===== src/rtl/flit_pkg.sv =====
package flit_pkg;
  typedef enum logic [1:0] {
    FT_HEAD   = 2'd0,
    FT_BODY   = 2'd1,
    FT_TAIL   = 2'd2,
    FT_SINGLE = 2'd3
  } flit_type_e;
endpackage


===== src/rtl/msg_capture.sv =====
module msg_capture #(
  parameter int ROUTE_W = 6,
  parameter int MTYPE_W = 3,
  parameter int VC_W    = 2,
  parameter int ADDR_W  = 34,
  parameter int CMD_W   = 8,
  parameter int LINE_W  = 512,
  parameter int SEQ_W   = 6
) (
  input  logic               clk_i,
  input  logic               rst_ni,
  input  logic               load_i,
  input  logic [ROUTE_W-1:0] route_i,
  input  logic [MTYPE_W-1:0] mtype_i,
  input  logic [VC_W-1:0]    vc_i,
  input  logic [ADDR_W-1:0]  addr_i,
  input  logic [CMD_W-1:0]   cmd_i,
  input  logic [LINE_W-1:0]  line_i,
  output logic [ROUTE_W-1:0] route_o,
  output logic [MTYPE_W-1:0] mtype_o,
  output logic [VC_W-1:0]    vc_o,
  output logic [ADDR_W-1:0]  addr_o,
  output logic [CMD_W-1:0]   cmd_o,
  output logic [LINE_W-1:0]  line_o,
  output logic [SEQ_W-1:0]   seq_o
);
  logic [SEQ_W-1:0] seq_next_q;

  always_ff @(posedge clk_i or negedge rst_ni) begin
    if (!rst_ni) begin
      route_o    <= '0;
      mtype_o    <= '0;
      vc_o       <= '0;
      addr_o     <= '0;
      cmd_o      <= '0;
      line_o     <= '0;
      seq_o      <= '0;
      seq_next_q <= '0;
    end else if (load_i) begin
      route_o    <= route_i;
      mtype_o    <= mtype_i;
      vc_o       <= vc_i;
      addr_o     <= addr_i;
      cmd_o      <= cmd_i;
      line_o     <= line_i;
      seq_o      <= seq_next_q;
      seq_next_q <= seq_next_q + 1'b1;
    end
  end
endmodule


===== src/rtl/flit_sequencer.sv =====
module flit_sequencer
  import flit_pkg::*;
#(
  parameter int NUM_CHUNKS = 4,
  localparam int IDX_W = (NUM_CHUNKS > 1) ? $clog2(NUM_CHUNKS) : 1
) (
  input  logic             clk_i,
  input  logic             rst_ni,
  input  logic             load_i,
  input  logic             is_data_i,
  input  logic             fire_i,
  output logic             busy_o,
  output logic [IDX_W-1:0] idx_o,
  output flit_type_e       ftype_o
);
  logic [IDX_W-1:0] last_q;

  always_ff @(posedge clk_i or negedge rst_ni) begin
    if (!rst_ni) begin
      busy_o <= 1'b0;
      idx_o  <= '0;
      last_q <= '0;
    end else if (load_i) begin
      busy_o <= 1'b1;
      idx_o  <= '0;
      last_q <= is_data_i ? IDX_W'(NUM_CHUNKS - 1) : '0;
    end else if (fire_i) begin
      if (idx_o == last_q) busy_o <= 1'b0;
      else                 idx_o  <= idx_o + 1'b1;
    end
  end

  always_comb begin
    if (last_q == '0)        ftype_o = FT_SINGLE;
    else if (idx_o == '0)    ftype_o = FT_HEAD;
    else if (idx_o == last_q) ftype_o = FT_TAIL;
    else                     ftype_o = FT_BODY;
  end
endmodule


===== src/rtl/flit_formatter.sv =====
module flit_formatter
  import flit_pkg::*;
#(
  parameter int ROUTE_W    = 6,
  parameter int MTYPE_W    = 3,
  parameter int VC_W       = 2,
  parameter int ADDR_W     = 34,
  parameter int CMD_W      = 8,
  parameter int SEQ_W      = 6,
  parameter int CHUNK_W    = 128,
  parameter int NUM_CHUNKS = 4,
  localparam int IDX_W  = (NUM_CHUNKS > 1) ? $clog2(NUM_CHUNKS) : 1,
  localparam int LINE_W = CHUNK_W * NUM_CHUNKS,
  localparam int HDR_W  = ROUTE_W + MTYPE_W + SEQ_W + ADDR_W,
  localparam int FLIT_W = 2 + VC_W + HDR_W + CHUNK_W
) (
  input  flit_type_e         ftype_i,
  input  logic [IDX_W-1:0]   idx_i,
  input  logic [ROUTE_W-1:0] route_i,
  input  logic [MTYPE_W-1:0] mtype_i,
  input  logic [VC_W-1:0]    vc_i,
  input  logic [SEQ_W-1:0]   seq_i,
  input  logic [ADDR_W-1:0]  addr_i,
  input  logic [CMD_W-1:0]   cmd_i,
  input  logic [LINE_W-1:0]  line_i,
  output logic [FLIT_W-1:0]  flit_o
);
  logic [CHUNK_W-1:0] chunk [NUM_CHUNKS];

  for (genvar g = 0; g < NUM_CHUNKS; g++) begin : g_chunk
    assign chunk[g] = line_i[g*CHUNK_W +: CHUNK_W];
  end

  logic [CHUNK_W-1:0] payload;
  logic [HDR_W-1:0]   hdr;
  logic               hdr_on;

  always_comb begin
    hdr_on  = (ftype_i == FT_HEAD) || (ftype_i == FT_SINGLE);
    payload = (ftype_i == FT_SINGLE) ? {{(CHUNK_W-CMD_W){1'b0}}, cmd_i} : chunk[idx_i];
    hdr     = hdr_on ? {route_i, mtype_i, seq_i, addr_i} : '0;
    flit_o  = {ftype_i, vc_i, hdr, payload};
  end
endmodule


===== src/rtl/flit_packetizer.sv =====
module flit_packetizer
  import flit_pkg::*;
#(
  parameter int ROUTE_W    = 6,
  parameter int MTYPE_W    = 3,
  parameter int VC_W       = 2,
  parameter int ADDR_W     = 34,
  parameter int CMD_W      = 8,
  parameter int SEQ_W      = 6,
  parameter int CHUNK_W    = 128,
  parameter int NUM_CHUNKS = 4,
  localparam int IDX_W  = (NUM_CHUNKS > 1) ? $clog2(NUM_CHUNKS) : 1,
  localparam int LINE_W = CHUNK_W * NUM_CHUNKS,
  localparam int FLIT_W = 2 + VC_W + ROUTE_W + MTYPE_W + SEQ_W + ADDR_W + CHUNK_W
) (
  input  logic               clk_i,
  input  logic               rst_ni,
  input  logic               msg_valid_i,
  output logic               msg_ready_o,
  input  logic               msg_is_data_i,
  input  logic [ROUTE_W-1:0] msg_route_i,
  input  logic [MTYPE_W-1:0] msg_type_i,
  input  logic [VC_W-1:0]    msg_vc_i,
  input  logic [ADDR_W-1:0]  msg_addr_i,
  input  logic [CMD_W-1:0]   msg_cmd_i,
  input  logic [LINE_W-1:0]  msg_line_i,
  output logic               flit_valid_o,
  input  logic               flit_ready_i,
  output logic [FLIT_W-1:0]  flit_o
);
  logic               busy, load, fire;
  logic [IDX_W-1:0]   idx;
  flit_type_e         ftype;
  logic [ROUTE_W-1:0] route_q;
  logic [MTYPE_W-1:0] mtype_q;
  logic [VC_W-1:0]    vc_q;
  logic [ADDR_W-1:0]  addr_q;
  logic [CMD_W-1:0]   cmd_q;
  logic [LINE_W-1:0]  line_q;
  logic [SEQ_W-1:0]   seq_q;

  assign msg_ready_o  = !busy;
  assign load         = msg_valid_i && !busy;
  assign fire         = busy && flit_ready_i;
  assign flit_valid_o = busy;

  msg_capture #(
    .ROUTE_W(ROUTE_W), .MTYPE_W(MTYPE_W), .VC_W(VC_W), .ADDR_W(ADDR_W),
    .CMD_W(CMD_W), .LINE_W(LINE_W), .SEQ_W(SEQ_W)
  ) u_cap (
    .clk_i(clk_i), .rst_ni(rst_ni), .load_i(load),
    .route_i(msg_route_i), .mtype_i(msg_type_i), .vc_i(msg_vc_i),
    .addr_i(msg_addr_i), .cmd_i(msg_cmd_i), .line_i(msg_line_i),
    .route_o(route_q), .mtype_o(mtype_q), .vc_o(vc_q), .addr_o(addr_q),
    .cmd_o(cmd_q), .line_o(line_q), .seq_o(seq_q)
  );

  flit_sequencer #(.NUM_CHUNKS(NUM_CHUNKS)) u_seq (
    .clk_i(clk_i), .rst_ni(rst_ni), .load_i(load), .is_data_i(msg_is_data_i),
    .fire_i(fire), .busy_o(busy), .idx_o(idx), .ftype_o(ftype)
  );

  flit_formatter #(
    .ROUTE_W(ROUTE_W), .MTYPE_W(MTYPE_W), .VC_W(VC_W), .ADDR_W(ADDR_W),
    .CMD_W(CMD_W), .SEQ_W(SEQ_W), .CHUNK_W(CHUNK_W), .NUM_CHUNKS(NUM_CHUNKS)
  ) u_fmt (
    .ftype_i(ftype), .idx_i(idx), .route_i(route_q), .mtype_i(mtype_q),
    .vc_i(vc_q), .seq_i(seq_q), .addr_i(addr_q), .cmd_i(cmd_q),
    .line_i(line_q), .flit_o(flit_o)
  );
endmodule


===== config.mk =====
export PLATFORM = sky130hd
export DESIGN_NAME = flit_packetizer
export DESIGN_NICKNAME = d
export VERILOG_FILES = /design/src/rtl/flit_pkg.sv /design/src/rtl/msg_capture.sv /design/src/rtl/flit_sequencer.sv /design/src/rtl/flit_formatter.sv /design/src/rtl/flit_packetizer.sv
export SDC_FILE = /design/constraint.sdc
export NUM_CORES = 1
export LEC_CHECK = 0
export BUFFER_PORTS_ARGS = -buffer_cell sky130_fd_sc_hd__buf_2
export CAP_MARGIN = 20
export CORE_AREA = 2 2 293 295
export DETAILED_ROUTE_END_ITERATION = 8
export DIE_AREA = 0 0 295 297
export GPL_TIMING_DRIVEN = 0
export PLACE_DENSITY = 0.64
export SYNTH_ARGS = -nofsm -noshare
export SYNTH_HDL_FRONTEND = slang
export SYNTH_SLANG_ARGS = --single-unit

===== constraint.sdc =====
create_clock -name clk_i -period 7.16 [get_ports clk_i]
set_input_delay 1.432 -clock clk_i [delete_from_list [all_inputs] [get_ports clk_i]]
set_output_delay 1.432 -clock clk_i [all_outputs]
set_load 0.01 [all_outputs]

==> results.cfg <==
[run_status]
outcome = finished, final reports clean

[yosys]
synth_cell_types = 25
mappedNetlistNets = 2181
async_flop_share = 1.00
postSynthAreaPerCell_sq_um = 16.2
synth_seq_area_share = 0.560
synthesis.area_sq_um = 26000
yosysWarnings = 0
synth-seq-cells = 581
synth_edf_count = 0
synthCells = 1608
synth_top_flop_cell = sky130_fd_sc_hd__dfrtp_1

[power_and_ir_drop]
ir_drop_mv = 0.274
power.density_cell_area_nw_per_um2 = 486
leakage_nw = 15.2

[grt]
gr-total-overflow = 0
number_of_antenna_violations_at_the_first_check_in_global_routing = 49
vias_in_the_first_global_route = 19600
grt_max_degree = 122
first_pass_grt_wire_length_microns = 125000
global_route.usage.total = 0.193

[routing]
wire_per_inst_microns = 23.3
drt-total-wl_microns = 85500
antenna_nets_post_route = 0
routed-via-count = 17300
drt_iter0_markers = 660
post_drt_via_cell_ratio = 4.73
drcViolationCount = 0
dr.pass1.iters = 5

[timing]
maxSlewViolCount = 0
setup_viol = 0
tightestPinTransition_ns = 0.820
period_minus_slack_ns = 6.14
max-slew-margin-rel = 0.454
hold_violations = 0
timing.hold.ws_ns = 0.472
share_of_the_cycle_needed_by_the_critical_path_after_routing = 0.858
fin_skew_ns = 0.0204
maxClockFrequency_mhz = 163
setup_repair_after_global_routing_missed_its_margin = no

[clocking]
cts_max_path_buffers = 3
post_cts_buffers = 0
clkSlewWorstSetupHoldPaths_ns = 0.06
cts-htree-levels = 3
tritoncts = done
tritoncts_sinks = 581
cts_inserted_buffers = 69
postCtsResizedCells = 0
worst_skew_pair.late_latency_ns = 0.62
cts_hold_buffers = 0
root_buffer = sky130_fd_sc_hd__clkbuf_16

[setup_path]
worst_r2r_startpoint = u_seq.idx_o[1]
worst_ep_arrival_time_ns = 4.71
path_class = flop to output port
rr_endpoint = u_seq.idx_o[1]
worst-r2r-setup-slack_ns = 4.67
worst_setup_path_startpoint = u_seq.idx_o[1]
critical_path.endpoint_type = output port
critical_path_required_ns = 5.73
crit_path_max_fanout = 11
startpoint_type = flop
r2r.worst_path.cells = 8

[floorplanning]
core_sq_um = 84500
design.portCount = 753
floorplan.die.width_microns = 295
starting_utilization_of_the_core_area = 0.308
die-area_sq_um = 87600
std_cell_rows = 107
die_height_microns = 297

[finish]
net_count_reported_at_finish = 3009
layout-area-overhead-vs-synth_pct = 29.9
post-route-cell-area_sq_um = 33700
drive_above_1_share = 0.588
layout.filler_cells = 7895
final_core_util = 0.399

[hold_path]
worst_hold_startpoint = u_cap.seq_next_q[5]
hold_crit_depth = 1
hold_class = flop to flop
holdPathEnd = u_cap.seq_next_q[5]

[run]
max_cap_viols = 0

[place]
post_dp_cell_area_sq_um = 31300
gpl.final_weighted_congestion = 0.868
dp.final_hpwl_microns = 65500
numPortBuffers = 752
-- metal layers --
metal / vias up / track usage / wire length, microns
li1: 7559 / - / -
met1: 8992 / 0.216 / 31600
met2: 600 / 0.337 / 43900
met3: 161 / 0.0612 / 7050
met4: 34 / 0.0786 / 2700
met5: - / 0 / 220
-- final cells by class --
type	instances	area [sq um]	share of cell area
plain buffers	114	729	0.0216
inverters	3	11.3	0.000334
diodes	34	85.1	0.00252
clock buffers	100	1970	0.0583
multi-input cells	910	10700	0.317
repair buffers	757	3910	0.116
flip-flops and latches	581	14500	0.431
well taps	1144	1430	0.0424
clock inverters	24	374	0.0111
-- cell families after synthesis --
family	after synthesis	share of synthesized area
AO/OA/AOI/OAI	8	0.00173
XOR/XNOR	5	0.00169
adder cells (fa/ha/maj)	3	0.00145
buffers and inverters	117	0.0285
flip-flops	581	0.560
multiplexers	709	0.363
AND/OR/NAND/NOR	185	0.0442
-- layout by cell type (no fill, tap or decap), drive strengths merged --
cell,netlist,layout
o31ai,1,1
clkinv,0,11
and2,1,1
mux4,128,128
clkbuf,26,126
buf,88,845
inv,3,4
nand2,3,3
mux2,581,581
nor2b,170,170
dfrtp,581,581
diode,0,34
a31oi,2,2
or3,1,1
nand3,1,1
xnor2,4,4
and3,2,2
o21ai,3,3
clkinvlp,0,4
nor2,2,2
nand4,4,4
xor2,1,1
a21oi,2,2
and4b,1,1
bufinv,0,8
ha,3,3
-- power breakdown --
group / internal, mW / switching [mW]
registers: 4.96 / 0.896
logic: 3.69 / 3.22
clock network: 2.21 / 1.42
total: 10.9 / 5.54
-- how the worst max path moves through the flow --
stage | slack (ns) | endpoint | cells after the start
after detailed placement | 1.45 | flit_o[9] | 11
after floorplan | 3.23 | flit_o[107] | 10
after global placement | -7.13 | u_cap.line_o[52] | 1
final | 1.02 | flit_o[9] | 11
after global routing | 0.68 | flit_o[9] | 11
after CTS | 0.78 | flit_o[9] | 11
-- critical path: stages (launching register included) --
cell and delay (ns):
sky130_fd_sc_hd__dfrtp_1 0.31, sky130_fd_sc_hd__buf_2 0.39, sky130_fd_sc_hd__buf_2 0.45, sky130_fd_sc_hd__buf_2 0.36, sky130_fd_sc_hd__inv_1 0.10, sky130_fd_sc_hd__ha_1 0.20, sky130_fd_sc_hd__o31ai_1 0.30, sky130_fd_sc_hd__ha_1 0.22
sky130_fd_sc_hd__clkbuf_2 0.54, sky130_fd_sc_hd__clkbuf_1 0.64, sky130_fd_sc_hd__nor2b_1 0.32, sky130_fd_sc_hd__buf_2 0.24
-- flip-flops by register name, indices dropped and copies added, names as in the netlist, 2 cells and up --
name,count
u_cap.route_o,6
u_cap.seq_o,6
u_cap.addr_o,34
u_cap.line_o,512
u_cap.seq_next_q,6
u_cap.vc_o,2
u_cap.mtype_o,3
u_cap.cmd_o,8
u_seq.idx_o,2
-- through the flow --
step                total power [mW]  setup TNS (ns)  instances  setup WS [ns]
finish                          16.4               0       3667           1.02
global route                    17.4               0       3658          0.677
CTS                             16.6               0       3633          0.781
detailed placement              12.9               0       3509           1.45
global placement                12.7        -4080.18       3504          -7.13
floorplan                       10.2               0       1608           3.23
-- Yosys cell counts (3+ instances only) --
cell,instances,area [sq um]
sky130_fd_sc_hd__ha_1,3,37.5
sky130_fd_sc_hd__nand2_1,3,11.3
sky130_fd_sc_hd__buf_6,30,338
sky130_fd_sc_hd__mux2_2,388,4370
sky130_fd_sc_hd__mux2_1,193,2170
sky130_fd_sc_hd__clkbuf_1,26,97.6
sky130_fd_sc_hd__mux4_2,128,2880
sky130_fd_sc_hd__nor2b_1,170,1060
sky130_fd_sc_hd__inv_1,3,11.3
sky130_fd_sc_hd__buf_2,57,285
sky130_fd_sc_hd__xnor2_1,4,35.0
sky130_fd_sc_hd__nand4_1,4,25.0
sky130_fd_sc_hd__dfrtp_1,581,14500
sky130_fd_sc_hd__o21ai_0,3,15.0
No activity file was read; power rests on OpenSTA's default activity.
